===== config.mk =====
export PLATFORM = sky130hd
export DESIGN_NAME = alu8_core
export DESIGN_NICKNAME = d
export VERILOG_FILES = /design/src/rtl/alu8_pkg.sv /design/src/rtl/alu8_ripple.sv /design/src/rtl/alu8_bitlogic.sv /design/src/rtl/alu8_fn_decode.sv /design/src/rtl/alu8_core.sv
export SDC_FILE = /design/constraint.sdc
export NUM_CORES = 1
export LEC_CHECK = 0
export BUFFER_PORTS_ARGS = -buffer_cell sky130_fd_sc_hd__buf_2
export CORE_UTILIZATION = 55
export DETAILED_ROUTE_END_ITERATION = 8
export PLACE_DENSITY = 0.84
export SLEW_MARGIN = 10
export SYNTH_ARGS = -nofsm -noshare
export SYNTH_HDL_FRONTEND = slang
export SYNTH_SLANG_ARGS = --single-unit

===== constraint.sdc =====
create_clock -name vclk -period 11.1
set_input_delay 2.22 -clock vclk [all_inputs]
set_output_delay 2.22 -clock vclk [all_outputs]
set_load 0.1 [all_outputs]

===== src/rtl/alu8_pkg.sv =====
// Package: shared function-code encoding and widths for the 8-bit ALU.
// Assumes the code width fixes the number of result sources (2**FUNC_W).
package alu8_pkg;
    localparam int FUNC_W = 3;
    localparam int NUM_FN = 1 << FUNC_W;

    typedef enum logic [FUNC_W-1:0] {
        FN_ADD  = 3'd0,
        FN_INC  = 3'd1,
        FN_AND  = 3'd2,
        FN_OR   = 3'd3,
        FN_XOR  = 3'd4,
        FN_NOT  = 3'd5,
        FN_ROL  = 3'd6,
        FN_IDLE = 3'd7
    } alu_fn_e;
endpackage


===== src/rtl/alu8_ripple.sv =====
// Module: ripple-carry adder built from chained full adders.
// Assumes carry-in at bit 0 is tied low; carry-out of the top bit is exported.
module alu8_ripple #(
    parameter int W = 8
) (
    input  logic [W-1:0] add_a,
    input  logic [W-1:0] add_b,
    output logic [W-1:0] add_sum,
    output logic         add_cout
);
    logic [W:0] chain;

    // Carry chain starts from a constant zero.
    assign chain[0] = 1'b0;

    generate
        for (genvar i = 0; i < W; i++) begin : g_fa
            // One full adder per bit position.
            assign add_sum[i]  = add_a[i] ^ add_b[i] ^ chain[i];
            assign chain[i+1]  = (add_a[i] & add_b[i]) | (chain[i] & (add_a[i] ^ add_b[i]));
        end
    endgenerate

    // Carry out of the most significant stage.
    assign add_cout = chain[W];
endmodule


===== src/rtl/alu8_bitlogic.sv =====
// Module: per-bit logic unit producing NOT B, AND, OR and XOR in parallel.
// Assumes both operands share width W; every output is always valid.
module alu8_bitlogic #(
    parameter int W = 8
) (
    input  logic [W-1:0] lg_b,
    input  logic [W-1:0] lg_c,
    output logic [W-1:0] lg_not,
    output logic [W-1:0] lg_and,
    output logic [W-1:0] lg_or,
    output logic [W-1:0] lg_xor
);
    generate
        for (genvar i = 0; i < W; i++) begin : g_bit
            // Independent one-bit logic cell.
            assign lg_not[i] = ~lg_b[i];
            assign lg_and[i] = lg_b[i] & lg_c[i];
            assign lg_or[i]  = lg_b[i] | lg_c[i];
            assign lg_xor[i] = lg_b[i] ^ lg_c[i];
        end
    endgenerate
endmodule


===== src/rtl/alu8_fn_decode.sv =====
// Module: binary-to-one-hot decoder for result-bus source enables.
// Assumes IDLE_CODE names a code that enables nothing (the bus stays idle).
module alu8_fn_decode #(
    parameter int SEL_W     = 3,
    parameter int IDLE_CODE = 7,
    localparam int N_OUT    = 1 << SEL_W
) (
    input  logic [SEL_W-1:0] dec_sel,
    output logic [N_OUT-1:0] dec_en
);
    generate
        for (genvar i = 0; i < N_OUT; i++) begin : g_line
            if (i == IDLE_CODE) begin : g_idle
                // The idle code drives no source.
                assign dec_en[i] = 1'b0;
            end else begin : g_active
                // Enable line i is high only for its own code.
                assign dec_en[i] = (dec_sel == SEL_W'(i));
            end
        end
    endgenerate
endmodule


===== src/rtl/alu8_core.sv =====
// Module: top of the function-coded ALU. All candidate results are computed
// in parallel; a one-hot enable gates exactly one onto an AND-OR result bus,
// and sign/zero are derived from that bus. Purely combinational: no clock
// or reset. Assumes W >= 2 so the rotate has a distinct top and bottom bit.
module alu8_core
    import alu8_pkg::*;
#(
    parameter int W = 8
) (
    input  logic [W-1:0]      opnd_b,
    input  logic [W-1:0]      opnd_c,
    input  logic [FUNC_W-1:0] func_sel,
    output logic [W-1:0]      result,
    output logic              flag_carry,
    output logic              flag_sign,
    output logic              flag_zero
);
    localparam logic [W-1:0] ONE = W'(1);

    logic [NUM_FN-1:0] fn_en;
    logic [W-1:0]      add_rhs;
    logic [W-1:0]      sum_v;
    logic              sum_cout;
    logic [W-1:0]      not_v, and_v, or_v, xor_v, rol_v;
    logic [W-1:0]      src [NUM_FN];
    logic [W-1:0]      bus_v;

    // Decode the function code into one-hot source enables.
    alu8_fn_decode #(
        .SEL_W     (FUNC_W),
        .IDLE_CODE (int'(FN_IDLE))
    ) u_dec (
        .dec_sel (func_sel),
        .dec_en  (fn_en)
    );

    // Increment reuses the adder with the second operand forced to one.
    assign add_rhs = fn_en[FN_INC] ? ONE : opnd_c;

    alu8_ripple #(.W(W)) u_add (
        .add_a    (opnd_b),
        .add_b    (add_rhs),
        .add_sum  (sum_v),
        .add_cout (sum_cout)
    );

    alu8_bitlogic #(.W(W)) u_logic (
        .lg_b   (opnd_b),
        .lg_c   (opnd_c),
        .lg_not (not_v),
        .lg_and (and_v),
        .lg_or  (or_v),
        .lg_xor (xor_v)
    );

    // Circular left rotate by one: top bit wraps into bit 0.
    assign rol_v = {opnd_b[W-2:0], opnd_b[W-1]};

    // Map each code to its source; the idle code has a constant zero source.
    assign src[FN_ADD]  = sum_v;
    assign src[FN_INC]  = sum_v;
    assign src[FN_AND]  = and_v;
    assign src[FN_OR]   = or_v;
    assign src[FN_XOR]  = xor_v;
    assign src[FN_NOT]  = not_v;
    assign src[FN_ROL]  = rol_v;
    assign src[FN_IDLE] = '0;

    // Wired-OR result bus: each source contributes only while enabled.
    always_comb begin
        bus_v = '0;
        for (int k = 0; k < NUM_FN; k++) begin
            bus_v = bus_v | (src[k] & {W{fn_en[k]}});
        end
    end

    assign result = bus_v;

    // Flags: carry only for the arithmetic codes; sign and zero from the bus.
    assign flag_carry = sum_cout & (fn_en[FN_ADD] | fn_en[FN_INC]);
    assign flag_sign  = bus_v[W-1];
    assign flag_zero  = ~|bus_v;
endmodule


# Yosys cells after proc, flatten, opt, wreduce, memory -nomap -nowiden
# Index checks and enable logic that the tools add are counted.
dict set report totals {
  ff_bits 0
  latchBits 0
  ramBits 0
  mem_bits_ro 0
  out_inout_bits 11
  n_memories 0
}
dict set report classes {
  addsub 0
  mul 0
  div_mod_pow 0
  n_lt_le_gt_ge 0
  eq_ne 6
  n_shift 0
  mux 1
  bitwise_logic 84
  n_reduce_logical 3
}
# operator count
set ops {}
lappend ops {{8-bit bitwise AND} 7}
lappend ops {{8-bit OR} 6}
lappend ops {{1-bit bitwise AND} 24}
lappend ops {{1-bit XOR} 23}
lappend ops {{1-bit OR} 16}
lappend ops {{3-bit equality test (second input constant)} 3}
lappend ops {{8-bit two-way mux} 1}
lappend ops {{1-bit inverter} 8}
lappend ops {{8-bit OR reduction} 1}
lappend ops {{3-bit by 2-bit equality test with 1-bit output (second input constant)} 2}
lappend ops {{3-bit by 1-bit equality test with 1-bit output (second input constant)} 1}
lappend ops {{3-bit zero test} 1}
lappend ops {{1-bit zero test} 1}

# Depth between registers and ports, before layout
# Gate-level depths: netlist of the first run.
dict set report logic_depth {
  ltp_word 25
  depth_mapped 19
  ltp_nobuf 17
}

# Modules after synthesis
# A second synthesis of the first run with hierarchy kept.
dict set report unflattened {
  cells_unflattened 118
  hier_area_um2 898.4
}
# module instances cells_per_inst area_per_inst_um2
set modules_own_cells {}
lappend modules_own_cells {alu8_core 1 51 349.1}
lappend modules_own_cells {alu8_bitlogic 1 40 290.3}
lappend modules_own_cells {alu8_ripple 1 18 190.2}
lappend modules_own_cells {alu8_fn_decode 1 9 68.8}

# Worst setup path before layout of the first run
# Ideal clock, no wire load.
dict set report synth_path {
  path_type {input-to-output}
  startpoint {input port func_sel[1]}
  endpoint {output port flag_zero}
  arrival_ns 8.462
  required_time_ns 8.880
  setup_slack_ns 0.418
  cell_stages 19
  path_buffers 2
  path_cell_list {buf_6 > buf_6 > nor2_1 > nand2_1 > nand2_1 > ha_1 > inv_1 > fa_1 > fa_1 > fa_1 > fa_1 > inv_1 > fa_1 > inv_1 > fa_1 > inv_1 > fa_1 > a221o_1 > nor4_2}
}
dict set report synth_between {
  elab_chain_cells 25
}
# item line_no
set synth_lines {}
lappend synth_lines {{from (decl)} alu8_core.sv:12} ;# input logic [FUNC_W-1:0] func_sel,
lappend synth_lines {{3-bit by 1-bit equality test with 1-bit output} alu8_fn_decode.sv:18} ;# assign dec_en[i] = (dec_sel == SEL_W'(i));
lappend synth_lines {{8-bit two-way mux} alu8_core.sv:38} ;# assign add_rhs = fn_en[FN_INC] ? ONE : opnd_c;
lappend synth_lines {{1-bit bitwise AND / 1-bit XOR (equally long branches)} alu8_ripple.sv:20} ;# assign chain[i+1] = (add_a[i] & add_b[i]) | (chain[i] & (add_a[i] ^ add_b[i]));
lappend synth_lines {{1-bit bitwise AND} alu8_ripple.sv:20}
lappend synth_lines {{1-bit OR} alu8_ripple.sv:20}
lappend synth_lines {{1-bit bitwise AND} alu8_ripple.sv:20}
lappend synth_lines {{1-bit OR} alu8_ripple.sv:20}
lappend synth_lines {{1-bit bitwise AND} alu8_ripple.sv:20}
lappend synth_lines {{[6 not listed]} --}
lappend synth_lines {{1-bit OR} alu8_ripple.sv:20}
lappend synth_lines {{1-bit XOR} alu8_ripple.sv:19} ;# assign add_sum[i] = add_a[i] ^ add_b[i] ^ chain[i];
lappend synth_lines {{8-bit bitwise AND} alu8_core.sv:73} ;# bus_v = bus_v | (src[k] & {W{fn_en[k]}});
lappend synth_lines {{8-bit OR (5 in a row)} alu8_core.sv:73}
lappend synth_lines {{8-bit OR (*)} alu8_core.sv:73}
lappend synth_lines {{net flag_sign} alu8_core.sv:15} ;# output logic flag_sign,
lappend synth_lines {{8-bit OR reduction (*)} alu8_core.sv:82} ;# assign flag_zero = ~|bus_v;
lappend synth_lines {{1-bit zero test (*)} alu8_core.sv:82}
lappend synth_lines {{to (decl)} alu8_core.sv:16} ;# output logic flag_zero
# Mark *: on every way through the listed nets, which the timed path passes. The rest lies on a longest branch.

# Final worst setup path of the first run
dict set report layout_path {
  startpoint {input port func_sel[1]}
  endpoint {output port flag_zero}
}
dict set report layout_between {
  elab_chain_cells 25
}
# item line_no
set layout_lines {}
lappend layout_lines {{3-bit by 1-bit equality test with 1-bit output} alu8_fn_decode.sv:18}
lappend layout_lines {{8-bit two-way mux} alu8_core.sv:38}
lappend layout_lines {{1-bit bitwise AND / 1-bit XOR (equally long branches)} {alu8_ripple.sv:20, alu8_ripple.sv:19}}
lappend layout_lines {{1-bit bitwise AND} alu8_ripple.sv:20}
lappend layout_lines {{1-bit OR} alu8_ripple.sv:20}
lappend layout_lines {{1-bit bitwise AND} alu8_ripple.sv:20}
lappend layout_lines {{1-bit OR} alu8_ripple.sv:20}
lappend layout_lines {{1-bit bitwise AND} alu8_ripple.sv:20}
lappend layout_lines {{[5 not listed]} --}
lappend layout_lines {{1-bit bitwise AND} alu8_ripple.sv:20}
lappend layout_lines {{1-bit OR} alu8_ripple.sv:20}
lappend layout_lines {{1-bit XOR} alu8_ripple.sv:19}
lappend layout_lines {{8-bit bitwise AND} alu8_core.sv:73}
lappend layout_lines {{8-bit OR (5 in a row)} alu8_core.sv:73}
lappend layout_lines {{8-bit OR (*)} alu8_core.sv:73}
lappend layout_lines {{8-bit OR reduction (*)} alu8_core.sv:82}
lappend layout_lines {{1-bit zero test (*)} alu8_core.sv:82}
# Every way passes the cells marked *; elsewhere a longest branch is shown, timed or not.

==> results summary, run 1 <==
Summing internal, switching and leakage power gives 82.8 uW. The switching power of the nets came out at 61.3 uW. The critical path ends at flag_zero. The final-report hold violation count came to 0. The cell count after synthesis came out at 127. The total number of placement rows came out at 15. Power spread over the standard cell area amounts to 73.9 nW/um^2. Of all nets on the critical path, the largest fanout is 19. The initial antenna violation count is 0. The stage delay of the slowest cell on the critical path came out at around 0.46 ns.

The switching fraction of total power came out at 74.1%. Synthesis produced a netlist with a net count of 170. The core box area is 1730 sq um. The detail route stage leaves a number of antenna-violating nets equal to 0.

The final cell count without fillers came out at 175. The count of TritonRoute iterations in the first routing pass is 4. Setup repair after global routing left no endpoint under its margin. The synthesis-to-finish area growth came out at 11.6%. The static leakage power came out at 0.000628 uW. During I/O placement, the number of pins put on the boundary was 30.

The post-layout minimum cycle time is 9.44 ns. The number of vias per cell after detailed routing came out at around 5.4. At the end of the flow the core is filled with cells to approximately two thirds. The number of cells after detailed placement came out at 175. The height of the chip is about 45 um.

The startpoint identified for the worst hold timing path is opnd_b[2]. The data arrival time of the critical path is 7.22 ns. The number of buffer and inverter instances along the worst setup path is 6. The total number of cells along the worst setup path is 19. The post-synthesis instance area is 1000 sq um. Across the run, the number of max-cap violations was 0.

For the pin with the worst max-slew slack, the measured transition is 0.490 ns. Cell internal power was estimated by the tool at 21.5 uW. Combinational logic is responsible for 100.0% of the overall power.

The floorplan die area is approximately 2000 sq um. Summing all flip-flop and latch instances after layout gives 0 sq um. The maximum clock rate came out at between 100 and 150 MHz. Leaving out fill and tap cells, the most frequent cell in the layout is buf_2. Traced cell by cell, the critical path runs through buf_2 > nor2_1 > nand2_1 > nand2_1 > ha_1 > inv_1 > fa_1 > fa_1 > fa_1 > fa_1 > inv_1 > fa_1 > inv_1 > fa_1 > inv_1 > fa_1 > a221o_1 > nor4_2 > buf_2.

The number of setup violations in the final report came out at 0. 0 antenna diodes ended up in the layout. The slowest stage of the critical path belongs to the cell buf_2.

The number of gates resized after cts came out at 0. For this block, the initial DRC count from the detailed router was 22. The count of input and output buffers came out at 30. The placed wire-length estimate came out at 1.79 mm. The most repeated library cell on the critical path is fa_1. Counting the fill cells in the layout gives 172. The post-route netlist has a little over a quarter of its cells at a drive strength greater than 1. Summing the sequential cell areas from Yosys gives 0% of the chip area. The number of distinct library cell variants in the gate-level netlist after synthesis is 36. The worst setup path is launched from an input port.

The share of total power in the clock network is 0%. The overall via count from detail_route came out at 940. The overflow left after global routing came out at 0. The top cell types in the final layout, fill and taps aside, are buf_2 (30), inv_1 (24), ha_1 (17). In this design, the largest share of critical-path delay is due to adder cells. The type of the worst min-delay path is in2out. The run finished with clean final reports. Tracing the worst setup path back leads to its startpoint at func_sel[1]. After detailed routing, the total wire length is 2.15 mm. STA classifies the critical path endpoint as an output port.

The initial utilization of the core area, before any placement, comes to approximately three fifths. The number of buffers inserted to repair setup after CTS is 0. The power share of the sequential group came out at 0%.

In the routed design, unresolved DRC markers number 0. The number of warnings issued by yosys came out at 0. From left edge to right edge, the die measures 44.7 um. The maximum number of pins on one net before global-route repair is 21. Across every metal layer, demand over resource in global routing totals 22.3%. The global-route wire length before repair is 3.44 mm. The required time reported for the critical path endpoint came out at 8.88 ns. The worst voltage drop across the vdd grid came out at 39.8 uV. The average wire per standard cell came out at about 12 um.

At the end of routability-driven placement, the weighted congestion stood at 0.846. The tightest hold path in the finished design has a slack of just over 5 ns. The worst-case headroom to the max-slew limit is about two thirds. The final critical-path share of the clock period is 85.1%.

The count of pins over their slew limit was 0. The via count of the first global-routing pass is 836. The mean instance size in the synthesized netlist came out at 7.90 sq um. The final-layout setup total negative slack came out at 0 ns. The total of clock buffers placed in the layout came out at 0. The class of the most critical setup path is in2out. For this design, the CTS-stage hold fixing added 0 buffers.

In the final design database the tool counted 195 nets. The number of flip-flops and latches is 0.
## synthesized netlist by cell type, drive strengths merged, types with 2 or more instances
cell type / count / area [sq um]
fa: 7 / 140
nand2: 11 / 41.3
nor2: 11 / 41.3
nor2b: 2 / 20.0
o21ai: 2 / 10.0
ha: 17 / 213
mux2i: 9 / 90.1
inv: 26 / 97.6
a21oi: 2 / 10.0
o211ai: 2 / 15.0
nand2b: 4 / 25.0
a221oi: 2 / 30.0
nor3: 3 / 15.0
mux2: 3 / 33.8
a211oi: 2 / 15.0
buf: 7 / 65.1
o22ai: 3 / 18.8
## logic make-up (layout without fill, tap and decap cells)
| family | after synthesis | count (layout) | share of synthesized area, % |
|---|---|---|---|
| AND/OR/NAND/NOR | 35 | 35 | 17.2 |
| buffers and inverters | 33 | 56 | 16.2 |
| adder cells (fa/ha/maj) | 24 | 24 | 35.2 |
| AO/OA/AOI/OAI | 23 | 23 | 19.1 |
| multiplexers | 12 | 12 | 12.3 |
## power by group through the flow
stage | Combinational [uW] | Clock [uW] | Sequential (uW)
2_1_floorplan | 69.2 | 0 | 0
3_3_place_gp | 81.0 | 0 | 0
3_5_place_dp | 82.8 | 0 | 0
4_1_cts | 83.0 | 0 | 0
5_1_grt | 89.2 | 0 | 0
6_report | 82.8 | 0 | 0
## routing by layer
| layer | GRT usage, % | vias to the layer above | part of all wire, % |
|---|---|---|---|
| li1 | - | 470 | - |
| met1 | 28.4 | 452 | 45 |
| met2 | 44.7 | 18 | 53 |
| met3 | 0 | 0 | 2.1 |
| met4 | 0 | 0 | 0 |
| met5 | 0 | - | 0 |
## cell type report
cell class                      instances  area [sq um]  share of cell area, %
Tap cell                               25          31.3                   2.79
Timing Repair Buffer                   30           150                   13.4
Inverter                               26          97.6                   8.72
Multi-Input combinational cell         94           841                   75.1
## worst min-delay path by stage
stage	endpoint	slack [ns]	cells after the start
finish	result[2]	5.10	5
global route	result[2]	5.14	5
CTS	result[2]	5.09	5
detailed placement	result[2]	5.09	5
global placement	result[2]	5.08	5
floorplan	result[1]	4.85	2
## metrics by stage
stage	setup WS [ns]	cell area [sq um]
5_1_grt	1.29	1120
2_1_floorplan	0.418	1000
3_3_place_gp	1.83	1120
3_5_place_dp	1.65	1120
4_1_cts	1.65	1120
6_report	1.66	1120
(Power assumes the default switching activity.)
==> run 2: changes to the inputs <==
Settings changed: CORE_UTILIZATION 55 to 45, PLACE_DENSITY 0.84 to 0.71.
==> results summary, run 2 (same netlist as run 1, synthesis figures left out) <==
The flow ran to the end, and the final reports show no timing, DRC or antenna violations. The number of buffers inserted for hold repair after clock tree synthesis came out at 0 (unchanged). The overflow left after global routing came to 0 (unchanged). The worst setup path is captured at an output port. In this design, the critical path's most frequently occurring cell is fa_1.

The global-route wire length before repair came out at 3.63 mm (+5.6%). The worst-case headroom to the max-slew limit came out at 67.8% (+0.29 points). The final wirelength came to 2.13 mm (-0.79%).

The final-report hold violation count is 0 (unchanged). Setup repair after global routing left no endpoint under its margin. The floorplan die area is 2420 sq um (+21%). The post-layout utilization of the core came out at 55.5% (-9.3 points). The core box area came out at 2020 sq um (+17%). The static leakage power is 0.000628 uW (unchanged).

The count of pins over their slew limit is 0 (unchanged). The detailed router's first-iteration violation count came out at 19 (-14%). The measured slew at the worst slew-check pin came to 0.486 ns (-0.00444 ns). The total of clock buffers placed in the layout came out at 0 (unchanged).

The maximum fanout count along the critical path came to 19 (unchanged). The count of input and output buffers was 30 (unchanged). The data arrival time of the critical path came out at 7.19 ns (-0.03 ns). The total global-route track usage came out at 18.3% (-4.1 points).

The power per standard cell area came out at 73.7 nW/um^2 (-0.30%). The synthesis-to-finish area growth came out at 11.8%. The number of gates resized after cts is 0 (unchanged).

The number of remaining DRC errors came out at 0 (unchanged). The worst setup path is launched from an input port. The average wire per standard cell is 12.1 um (-1.9%). The critical path goes through buf_2 > nor2_1 > nand2_1 > nand2_1 > ha_1 > inv_1 > fa_1 > fa_1 > fa_1 > fa_1 > inv_1 > fa_1 > inv_1 > fa_1 > inv_1 > fa_1 > a221o_1 > nor4_2 > buf_2. The maximum clock rate is 106 MHz (+0.34%). The required time reported for the critical path endpoint came out at 8.88 ns (about the same). The type of the worst min-delay path is in2out.

The placed wire-length estimate came out at 1.78 mm (-0.56%). The count of TritonRoute iterations in the first routing pass came out at 4 (unchanged). The number of flip-flops and latches is 0 (unchanged). The maximum number of pins on one net before global-route repair came out at 21 (unchanged).

The number of setup violations in the final report came to 0 (unchanged). The die width came out at 49.2 um (+10%). The worst hold-check slack came to 5.11 ns (+0.00989 ns). The initial standard-cell utilization of the core was 49.6% (-8.5 points). The pre-CTS worst setup slack came out at 1.66 ns (+0.0140 ns). The total design power was 82.7 uW (about the same).

The antenna violation net count after detailed routing came out at 0 (unchanged). The height of the chip came out at 49.2 um (+10%). The number of top-level design ports is 30 (unchanged).

The top cell types in the final layout, fill and taps aside, are buf_2 (30), inv_1 (24), ha_1 (17). The post-layout minimum cycle time came out at 9.41 ns (-0.0318 ns). The total number of placement rows came out at 16 (+1). The overall via count from detail_route is 936 (-0.43%). The net count reported at finish came to 195 (unchanged). The via count of the first global-routing pass came out at 841 (+0.60%). The share of layout cells above drive strength 1 is 26.0% (unchanged).

The post-route worst setup slack came out at 1.69 ns (+0.0318 ns). Leaving out fill and tap cells, the most frequent cell in the layout is buf_2. The number of buffers inserted to repair setup after CTS came out at 0 (unchanged). The stage delay of the slowest cell on the critical path is 0.46 ns (about the same).

The area used by sequential logic in the layout is 0 sq um (unchanged). The worst voltage drop across the vdd grid is 39.1 uV (-1.9%). The count of max-cap constraint violations is 0 (unchanged). The count of inserted antenna diode cells came out at 0 (unchanged). The critical path's slowest cell is buf_2. The fill cell total of the finished layout is 208 (+21%).

The number of vias per cell after detailed routing came out at 5.29 (-1.6%). The final-layout setup total negative slack is 0 ns (unchanged). The final weighted congestion in routability-driven placement came out at 0.814 (-3.9%).

The class of the most critical setup path is in2out. The initial antenna violation count came out at 0 (unchanged). The final critical-path share of the clock period is 84.8% (-0.29 points).
==> run 2: final timing paths <==
check | startpoint | endpoint | slack, ns | cells past startpoint
max | func_sel[1] | flag_zero | 1.69 | 19
min | opnd_b[2] | result[2] | 5.11 | 5
==> run 2: layout make-up <==
cell class / count / area (sq um) / area share [%]
timing repair buffer: 30 / 150 / 13.4
inverter: 26 / 97.6 / 8.70
tap: 27 / 33.8 / 3.01
multi-input combinational: 94 / 841 / 74.9
==> run 2: worst max-delay path: cells and delay by family <==
family | cells | cell delay [ns]
AND/OR/NAND/NOR | 4 | 0.88
buffers and inverters | 6 | 0.96
adder cells (fa/ha/maj) | 8 | 2.76
AO/OA/AOI/OAI | 1 | 0.36
==> run 2: per-layer routing <==
metal  GRT usage, %  vias to the layer above  part of all wire (%)
li1               -                      475                     -
met1           23.5                      439                    45
met2           35.6                       22                    51
met3              0                        0                   3.3
met4              0                        0                     0
met5              0                        -                     0
==> run 2: stage by stage <==
| step | cell area, sq um | std cells |
|---|---|---|
| after floorplan | 1000 | 127 |
| after global placement | 1120 | 177 |
| after detailed placement | 1120 | 177 |
| after CTS | 1120 | 177 |
| after global routing | 1120 | 177 |
| final | 1120 | 177 |
==> run 2: where the power goes <==
| group | leakage [uW] | switching [uW] | internal (uW) |
|---|---|---|---|
| logic | 0.000628 | 61.2 | 21.6 |
| clock network | 0 | 0 | 0 |
| registers | 0 | 0 | 0 |
| total | 0.000628 | 61.2 | 21.6 |
